[config.mk]
export PLATFORM = sky130hd
export DESIGN_NAME = evt_irq_ctrl
export DESIGN_NICKNAME = d
export VERILOG_FILES = /design/src/rtl/evt_irq_pkg.sv /design/src/rtl/evt_prio_enc.sv /design/src/rtl/evt_status.sv /design/src/rtl/evt_read_mux.sv /design/src/rtl/evt_irq_ctrl.sv
export SDC_FILE = /design/constraint.sdc
export NUM_CORES = 1
export LEC_CHECK = 0
export CORE_MARGIN = 1.5
export CORE_UTILIZATION = 48
export DETAILED_ROUTE_END_ITERATION = 6
export GPL_TIMING_DRIVEN = 0
export PLACE_DENSITY = 0.88
export SKIP_LAST_GASP = 1
export SYNTH_ARGS = -nofsm -noshare
export SYNTH_HDL_FRONTEND = slang
export SYNTH_HIERARCHICAL = 1
export SYNTH_SLANG_ARGS = --single-unit
export TNS_END_PERCENT = 100
[constraint.sdc]
create_clock -name clk -period 2.3 [get_ports clk]
set_input_delay 0.23 -clock clk [delete_from_list [all_inputs] [get_ports clk]]
set_output_delay 0.23 -clock clk [all_outputs]
set_load 0.1 [all_outputs]
[src/rtl/evt_irq_pkg.sv]
package evt_irq_pkg;
  localparam int AD_INDEX  = 0;
  localparam int AD_MASK   = 1;
  localparam int AD_RAW    = 2;
  localparam int AD_MASKED = 3;
  localparam int AD_SET    = 4;
  localparam int AD_CLR    = 5;
  localparam int AD_MODE   = 6;
endpackage

[src/rtl/evt_prio_enc.sv]
module evt_prio_enc #(
  parameter int NUM_EVT = 4,
  parameter int IDX_W   = 8
) (
  input  logic [NUM_EVT-1:0] vec_i,
  output logic [IDX_W-1:0]   idx_o,
  output logic               any_o
);
  localparam logic [IDX_W-1:0] IDX_NONE = '1;

  always_comb begin
    idx_o = IDX_NONE;
    any_o = 1'b0;
    for (int i = NUM_EVT - 1; i >= 0; i--) begin
      if (vec_i[i]) begin
        idx_o = IDX_W'(i);
        any_o = 1'b1;
      end
    end
  end
endmodule

[src/rtl/evt_status.sv]
module evt_status #(
  parameter int NUM_EVT = 4
) (
  input  logic               clk,
  input  logic               rst,
  input  logic [NUM_EVT-1:0] set_i,
  input  logic [NUM_EVT-1:0] hw_i,
  input  logic [NUM_EVT-1:0] clr_i,
  input  logic [NUM_EVT-1:0] ack_i,
  output logic [NUM_EVT-1:0] raw_o
);
  for (genvar g = 0; g < NUM_EVT; g++) begin : g_flag
    always_ff @(posedge clk) begin
      if (rst)
        raw_o[g] <= 1'b0;
      else if (set_i[g] || hw_i[g])
        raw_o[g] <= 1'b1;
      else if (clr_i[g] || ack_i[g])
        raw_o[g] <= 1'b0;
    end
  end
endmodule

[src/rtl/evt_read_mux.sv]
module evt_read_mux
  import evt_irq_pkg::*;
#(
  parameter int NUM_EVT  = 4,
  parameter int DATA_W   = 32,
  parameter int ADDR_W   = 4,
  parameter int IDX_W    = 8,
  parameter int MODE_W   = 2,
  parameter int MODE_RST = 1
) (
  input  logic [ADDR_W-1:0]  addr_i,
  input  logic [NUM_EVT-1:0] raw_i,
  input  logic [NUM_EVT-1:0] mask_i,
  input  logic [IDX_W-1:0]   idx_i,
  output logic [DATA_W-1:0]  data_o
);
  always_comb begin
    data_o = '0;
    unique case (addr_i)
      ADDR_W'(AD_INDEX):  data_o = DATA_W'(idx_i);
      ADDR_W'(AD_MASK):   data_o = DATA_W'(mask_i);
      ADDR_W'(AD_RAW):    data_o = DATA_W'(raw_i);
      ADDR_W'(AD_MASKED): data_o = DATA_W'(raw_i & mask_i);
      ADDR_W'(AD_MODE):   data_o = DATA_W'(MODE_W'(MODE_RST));
      default:            data_o = '0;
    endcase
  end
endmodule

[src/rtl/evt_irq_ctrl.sv]
module evt_irq_ctrl
  import evt_irq_pkg::*;
#(
  parameter int NUM_EVT  = 4,
  parameter int DATA_W   = 32,
  parameter int ADDR_W   = 4,
  parameter int IDX_W    = 8,
  parameter int MODE_W   = 2,
  parameter int MODE_RST = 1
) (
  input  logic               clk,
  input  logic               rst,
  input  logic [NUM_EVT-1:0] hw_evt,
  input  logic               cpu_req,
  input  logic               cpu_we,
  input  logic [ADDR_W-1:0]  cpu_addr,
  input  logic [DATA_W-1:0]  cpu_wdata,
  output logic [DATA_W-1:0]  cpu_rdata,
  output logic               cpu_rvalid,
  input  logic               dbg_req,
  input  logic [ADDR_W-1:0]  dbg_addr,
  output logic [DATA_W-1:0]  dbg_rdata,
  output logic               dbg_rvalid,
  output logic               irq_o
);
  logic                cpu_wr, cpu_rd, idx_rd;
  logic [NUM_EVT-1:0]  set_w, clr_w, ack_w;
  logic [NUM_EVT-1:0]  raw_q, mask_q, masked;
  logic [IDX_W-1:0]    idx;
  logic                any;
  logic [DATA_W-1:0]   cpu_mux, dbg_mux;
  logic                unused_wdata_hi;

  assign unused_wdata_hi = ^cpu_wdata[DATA_W-1:NUM_EVT];

  assign cpu_wr = cpu_req && cpu_we;
  assign cpu_rd = cpu_req && !cpu_we;
  assign idx_rd = cpu_rd && (cpu_addr == ADDR_W'(AD_INDEX));
  assign set_w  = (cpu_wr && cpu_addr == ADDR_W'(AD_SET)) ? cpu_wdata[NUM_EVT-1:0] : '0;
  assign clr_w  = (cpu_wr && cpu_addr == ADDR_W'(AD_CLR)) ? cpu_wdata[NUM_EVT-1:0] : '0;
  assign masked = raw_q & mask_q;

  evt_prio_enc #(.NUM_EVT(NUM_EVT), .IDX_W(IDX_W)) u_enc (
    .vec_i(masked), .idx_o(idx), .any_o(any)
  );

  always_comb begin
    for (int i = 0; i < NUM_EVT; i++)
      ack_w[i] = idx_rd && any && (idx == IDX_W'(i));
  end

  evt_status #(.NUM_EVT(NUM_EVT)) u_status (
    .clk(clk), .rst(rst), .set_i(set_w), .hw_i(hw_evt),
    .clr_i(clr_w), .ack_i(ack_w), .raw_o(raw_q)
  );

  always_ff @(posedge clk) begin
    if (rst)
      mask_q <= '0;
    else if (cpu_wr && cpu_addr == ADDR_W'(AD_MASK))
      mask_q <= cpu_wdata[NUM_EVT-1:0];
  end

  evt_read_mux #(.NUM_EVT(NUM_EVT), .DATA_W(DATA_W), .ADDR_W(ADDR_W),
                 .IDX_W(IDX_W), .MODE_W(MODE_W), .MODE_RST(MODE_RST)) u_cpu_mux (
    .addr_i(cpu_addr), .raw_i(raw_q), .mask_i(mask_q), .idx_i(idx), .data_o(cpu_mux)
  );

  evt_read_mux #(.NUM_EVT(NUM_EVT), .DATA_W(DATA_W), .ADDR_W(ADDR_W),
                 .IDX_W(IDX_W), .MODE_W(MODE_W), .MODE_RST(MODE_RST)) u_dbg_mux (
    .addr_i(dbg_addr), .raw_i(raw_q), .mask_i(mask_q), .idx_i(idx), .data_o(dbg_mux)
  );

  always_ff @(posedge clk) begin
    if (rst) begin
      cpu_rdata  <= '0;
      cpu_rvalid <= 1'b0;
      dbg_rdata  <= '0;
      dbg_rvalid <= 1'b0;
      irq_o      <= 1'b0;
    end else begin
      cpu_rvalid <= cpu_rd;
      dbg_rvalid <= dbg_req;
      irq_o      <= |masked;
      if (cpu_rd)  cpu_rdata <= cpu_mux;
      if (dbg_req) dbg_rdata <= dbg_mux;
    end
  end
endmodule

Word-level counts from Yosys, hierarchy flattened. Cells that the tools add are included.

Bitwise logic cells: 2. Equal/unequal tests: 13. Reductions and logical operators: 28. Multiplexer cells: 20.

Operators with widths (number): $pmux W32 S5 (2); $mux W8 (4); $eq A4 B2 Y1 const B (4); $eq A4 B3 Y1 const B (4); $eq A8 B2 Y1 const B (2); $mux W1 (12); $logic_and A1 B1 Y1 (11); $and A4 B4 Y4 (2); $eq A4 B1 Y1 const B (2); $eq A8 B1 Y1 const B (1); $logic_not A4 Y1 (2); $logic_not A8 Y1 (1); $logic_or A1 B1 Y1 (8); $mux W4 (2); $reduce_bool A2 Y1 (4); $reduce_or A4 Y1 (1); $logic_not A1 Y1 (1).

Input bits: 49. Output and inout port bits: 67. Word-level logic and storage cells: 73. Bits in registers: 75.

Depth between registers and ports, before layout.
Depth in word-level cells: 10. Mapped depth: 8.

Hierarchy. Netlist, hierarchy kept.

By module, submodules not included: evt_irq_ctrl (times used 1, cells an instance 299, area an instance 2678.8 µm²); evt_read_mux (times used 2, cells an instance 48, area an instance 321.6 µm²); evt_status (times used 1, cells an instance 16, area an instance 150.1 µm²); evt_prio_enc (times used 1, cells an instance 10, area an instance 66.3 µm²).

Least setup slack after synthesis. No wires, ideal clock.

Kind: register to register. Start point: register u_status.raw_o[0]. End point: register u_status.raw_o[0]. Data arrival time: 2031 ps. Stages on the path, launching flop included: 9. Clock period less this slack: 2100 ps. Setup slack: 200 ps. Cell sequence: dfxtp_1 -> and2_1 -> nor4_2 -> buf_4 -> nor3b_1 -> nand4_1 -> nor3_1 -> or3b_1 -> a21oi_1.

Longest elaborated chain between the ends: 6. Elaborated cells on any way between the ends: 8.

Ends and longest elaborated chain: start: declaration (RTL line evt_status.sv:10) `output logic [NUM_EVT-1:0] raw_o`; start signal: indexed assignment (RTL line evt_status.sv:15) `raw_o[g] <= 1'b0;`; start signal: indexed assignment (RTL line evt_status.sv:17) `raw_o[g] <= 1'b1;`; start signal: indexed assignment (RTL line evt_status.sv:19) `raw_o[g] <= 1'b0;`; $and A4 B4 Y4 (RTL line evt_irq_ctrl.sv:41) `assign masked = raw_q & mask_q;`; via masked[0] (RTL line evt_irq_ctrl.sv:28) `logic [NUM_EVT-1:0] raw_q, mask_q, masked;`; $mux W8 (RTL line evt_prio_enc.sv:15) `if (vec_i[i]) begin`; via idx[2] (RTL line evt_irq_ctrl.sv:29) `logic [IDX_W-1:0] idx;`; $logic_not A8 Y1 (RTL line evt_irq_ctrl.sv:49) `ack_w[i] = idx_rd && any && (idx == IDX_W'(i));`; $logic_and A1 B1 Y1 (RTL line evt_irq_ctrl.sv:49); via ack_w[0] (RTL line evt_irq_ctrl.sv:27) `logic [NUM_EVT-1:0] set_w, clr_w, ack_w;`; $logic_or A1 B1 Y1 (RTL line evt_status.sv:18) `else if (clr_i[g] || ack_i[g])`; $reduce_bool A2 Y1 (no line).

The timed path passes the listed nets, and every way through them passes these cells. A chain may end at the register's enable or synchronous reset.

Final worst setup path.
Start point: register u_status.raw_o[0]. End point: register u_status.raw_o[3].

Longest elaborated chain between the ends: 6. Elaborated cells on any way between the ends: 8.

Ends and longest elaborated chain (RTL line): $and A4 B4 Y4 (evt_irq_ctrl.sv:41); via masked[0] (evt_irq_ctrl.sv:28); $mux W8 (evt_prio_enc.sv:15); via idx[2] (evt_irq_ctrl.sv:29); $eq A8 B2 Y1 (evt_irq_ctrl.sv:49); $logic_and A1 B1 Y1 (evt_irq_ctrl.sv:49); via ack_w[3] (evt_irq_ctrl.sv:27); $logic_or A1 B1 Y1 (evt_status.sv:18); $reduce_bool A2 Y1 (no line).

The timed path passes the listed nets, and every way through them passes these cells.

==> key figures <==
STA
  – Final min period: 2090 ps
  – Endpoints failing setup: 0
  – Slew @ Worst Pin: about 1000 ps
  – Tcrit/Tclk final: 90.8%
  – Final hold viol count: 0
  – Worst Skew: 6.53 ps
  – FMAX: 479 MHz
  – RSZ-0062 raised after global routing: no
  – Pins Over Slew Limit: 0
  – Max-Slew Margin vs Limit: 32.2%

Worst setup path
  – Crit path cell chain: and2_2, nor4_4, buf_4, buf_4, nor4_1, nand4_1, nor3_1, or3b_1, a21oi_1
  – CP peak stage delay: roughly 460 ps
  – Startpoint types: flop
  – Crit. End Element: flop
  – Most Frequent Cell on Critical Path: buf_4
  – Required @ worst endpoint: 2520 ps
  – Worst EP arrival: 2310 ps
  – CP Launch Point: u_status/raw_o[0]$_SDFFE_PP0P_
  – Worst-path maximum fanout: 9
  – Flop-to-flop setup slack: 210 ps
  – WP buf/inv: 2
  – Reg2reg start: u_status/raw_o[0]$_SDFFE_PP0P_
  – R2R Path End: u_status/raw_o[3]$_SDFFE_PP0P_
  – Worst path top cell family by delay: simple AND/OR/NAND/NOR gates
  – CP Depth: 9
  – Reg2Reg Depth: 9
  – Slowest CP cell: dfxtp_1
  – CP endpoint: u_status/raw_o[3]$_SDFFE_PP0P_
  – Critical path class: reg2reg

Routing
  – Vias per std cell: 4.59
  – Overall routed net length: between 7 and 8 mm
  – DR DRC count: 0
  – DRT iter0 DRCs: ~130
  – Vias post-DR: 3063
  – Post-route ant nets: 0
  – First-pass iteration count of the detailed router: 4
  – Wire per inst: approximately 12 um

Finish
  – Final nets: 614
  – Share of layout cells above drive strength 1: between 15 and 20%
  – Most frequent cells in the layout: clkdlybuf4s50_1 (86), dfxtp_1 (75), nand2_1 (72), buf_4 (63), nor2_1 (52)
  – Util after Layout: 69.0%
  – Most common cell after layout, fill and taps aside: clkdlybuf4s50_1
  – Diode count: 0
  – Final Non-Filler Cells: 668
  – Area growth syn-to-layout: 39.9%

Placed design
  – Final RePlAce weighted congestion: 0.942
  – Cells after DPL: 652
  – Post-detail-place hpwl: 6.07 mm
  – # port buffers: 86

Yosys
  – EDFF count, synth: 0
  – Most used DFF post-synth: dfxtp_1
  – Post-Syn Area: 3540 um^2
  – Syn avg cell area: around 8.4 um^2
  – Syn Inst Count: 421
  – Post-synthesis sequential area ratio: 42.4%
  – Yosys reg bits: 75
  – Distinct cells, synth: 34
  – Syn. warnings: 6
  – Async SR Flop Fraction: 0%

Floorplanning
  – # rows: 31
  – Core ar.: 7180 um^2
  – I/O pin count: 116
  – Die area: between 7000 and 8000 um^2
  – Initial Utilization: 49.3%
  – Die W: between 80 and 90 um
  – Die Y: 88.9 um

Clock network
  – CTS Buf Count: 9
  – Clk Latency, worst-skew pair: roughly 340 ps
  – Clock sink total: 75
  – Root buf cell: clkbuf_8
  – CTS Buffer Depth: 2
  – Clock slew seen by the registers of the worst setup and hold paths: roughly 70 ps
  – H-tree depth: 3
  – Hold buffers post-CTS: 0
  – CTS tree: yes

GRT
  – Initial antenna violation count: 0
  – Vias in the first global route: roughly 2800
  – Pin count of the biggest net entering global routing: 14
  – Overall Global Routing Usage: a little over a fifth
  – Overflow after GRT: 0
  – First-pass GRT wire length: 12.7 mm

Power and ir drop
  – Cell area power density: 680 nW/um^2
  – Leakage Power: 0.00221 uW
  – Worst VDD drop: ~0.31 mV

Outcome
  – Status: complete, no violations

Min path
  – Hold/Removal Path Class: in2reg

Flow run
  – Max-Cap Viols: 0
==> power by group <==
part	total, uW	switching, uW	leakage (uW)	internal, uW
logic	779	538	0.00148	241
clock network	1200	484	0.000120	718
registers	1390	32.2	0.000614	1350
total	3370	1050	0.00221	2310
==> worst min-delay path, stage by stage <==
cell and delay, ps:
buf_2 190, mux2i_1 100, nor2_1 80
==> stage by stage <==
| stage | hold slack, ps | cell area, um^2 | worst slack [ps] | total power [uW] | TNS, ps |
|---|---|---|---|---|---|
| CTS | 289 | 4940 | 57.4 | 3390 | 0 |
| floorplan | 299 | 3710 | 200 | 2000 | 0 |
| global placement | 443 | 4700 | -43.3 | 2170 | -135 |
| global route | 301 | 4950 | 16.5 | 3490 | 0 |
| detailed placement | 446 | 4700 | -153 | 2190 | -583 |
| finish | 292 | 4950 | 212 | 3370 | 0 |
==> layer usage <==
layer | track usage, % | vias to the layer above | routed length [um]
li1 | - | 1579 | -
met1 | 24.2 | 1367 | 3270
met2 | 38.5 | 105 | 4130
met3 | 3.73 | 12 | 477
met4 | 9.66 | 0 | 104
met5 | 0 | - | 0
==> sequential cells by signal, indices dropped and copies added (netlist names) <==
name / count
cpu_rvalid: 1
dbg_rdata: 32
cpu_rdata: 32
irq_o: 1
dbg_rvalid: 1
u_status/raw_o: 4
mask_q: 4
==> synth_stat cells (3+ instances only) <==
library cell,instances,area [um^2]
nand2_1,72,270
dfxtp_1,75,1500
buf_4,62,465
nor4_1,6,37.5
mux2i_1,36,360
and3_1,8,50.1
clkbuf_1,3,11.3
o221ai_1,6,52.6
inv_1,14,52.6
a21oi_1,37,185
nor2_1,52,195
nor3_1,10,50.1
buf_2,5,25.0
and2_1,4,25.0
or3b_1,4,35.0
==> repair_timing <==
| action | CTS | global route |
|---|---|---|
| pin swaps | 0 | 2 |
| setup buffers | 0 | 1 |
| hold endpoints to repair | 0 | 0 |
| resized for setup | 1 | 1 |
| endpoints found under the setup margin | 4 | 4 |
==> kinds of logic after synthesis <==
| family | after synthesis | share of synthesized area (%) |
|---|---|---|
| flops | 75 | 42.4 |
| simple gates | 169 | 22.2 |
| compound gates | 50 | 8.73 |
| other cells | 2 | 0.212 |
| buf+inv | 89 | 16.2 |
| mux | 36 | 10.2 |
==> area by class of cell <==
cell class | count | area (um^2)
sequential | 75 | 1500
buffer | 72 | 509
inverter | 17 | 63.8
clock inverter | 6 | 113
multi-input combinational | 303 | 1650
tap | 99 | 124
fill | 569 | 2230
timing repair buffer | 87 | 868
clock buffer | 9 | 124
==> worst min path at each step <==
stage,start,end,slack [ps],cells past startpoint
after floorplan,rst,u_status/raw_o[0]$_SDFFE_PP0P_,300,1
after global placement,cpu_rdata[15]$_SDFFE_PP0P_,cpu_rdata[15]$_SDFFE_PP0P_,440,2
after detailed placement,cpu_rdata[19]$_SDFFE_PP0P_,cpu_rdata[19]$_SDFFE_PP0P_,450,2
after CTS,dbg_req,dbg_rdata[1]$_SDFFE_PP0P_,290,3
after global routing,dbg_req,dbg_rdata[1]$_SDFFE_PP0P_,300,3
final,dbg_req,dbg_rdata[1]$_SDFFE_PP0P_,290,3
Note: power is estimated with default switching activity, not from simulation.
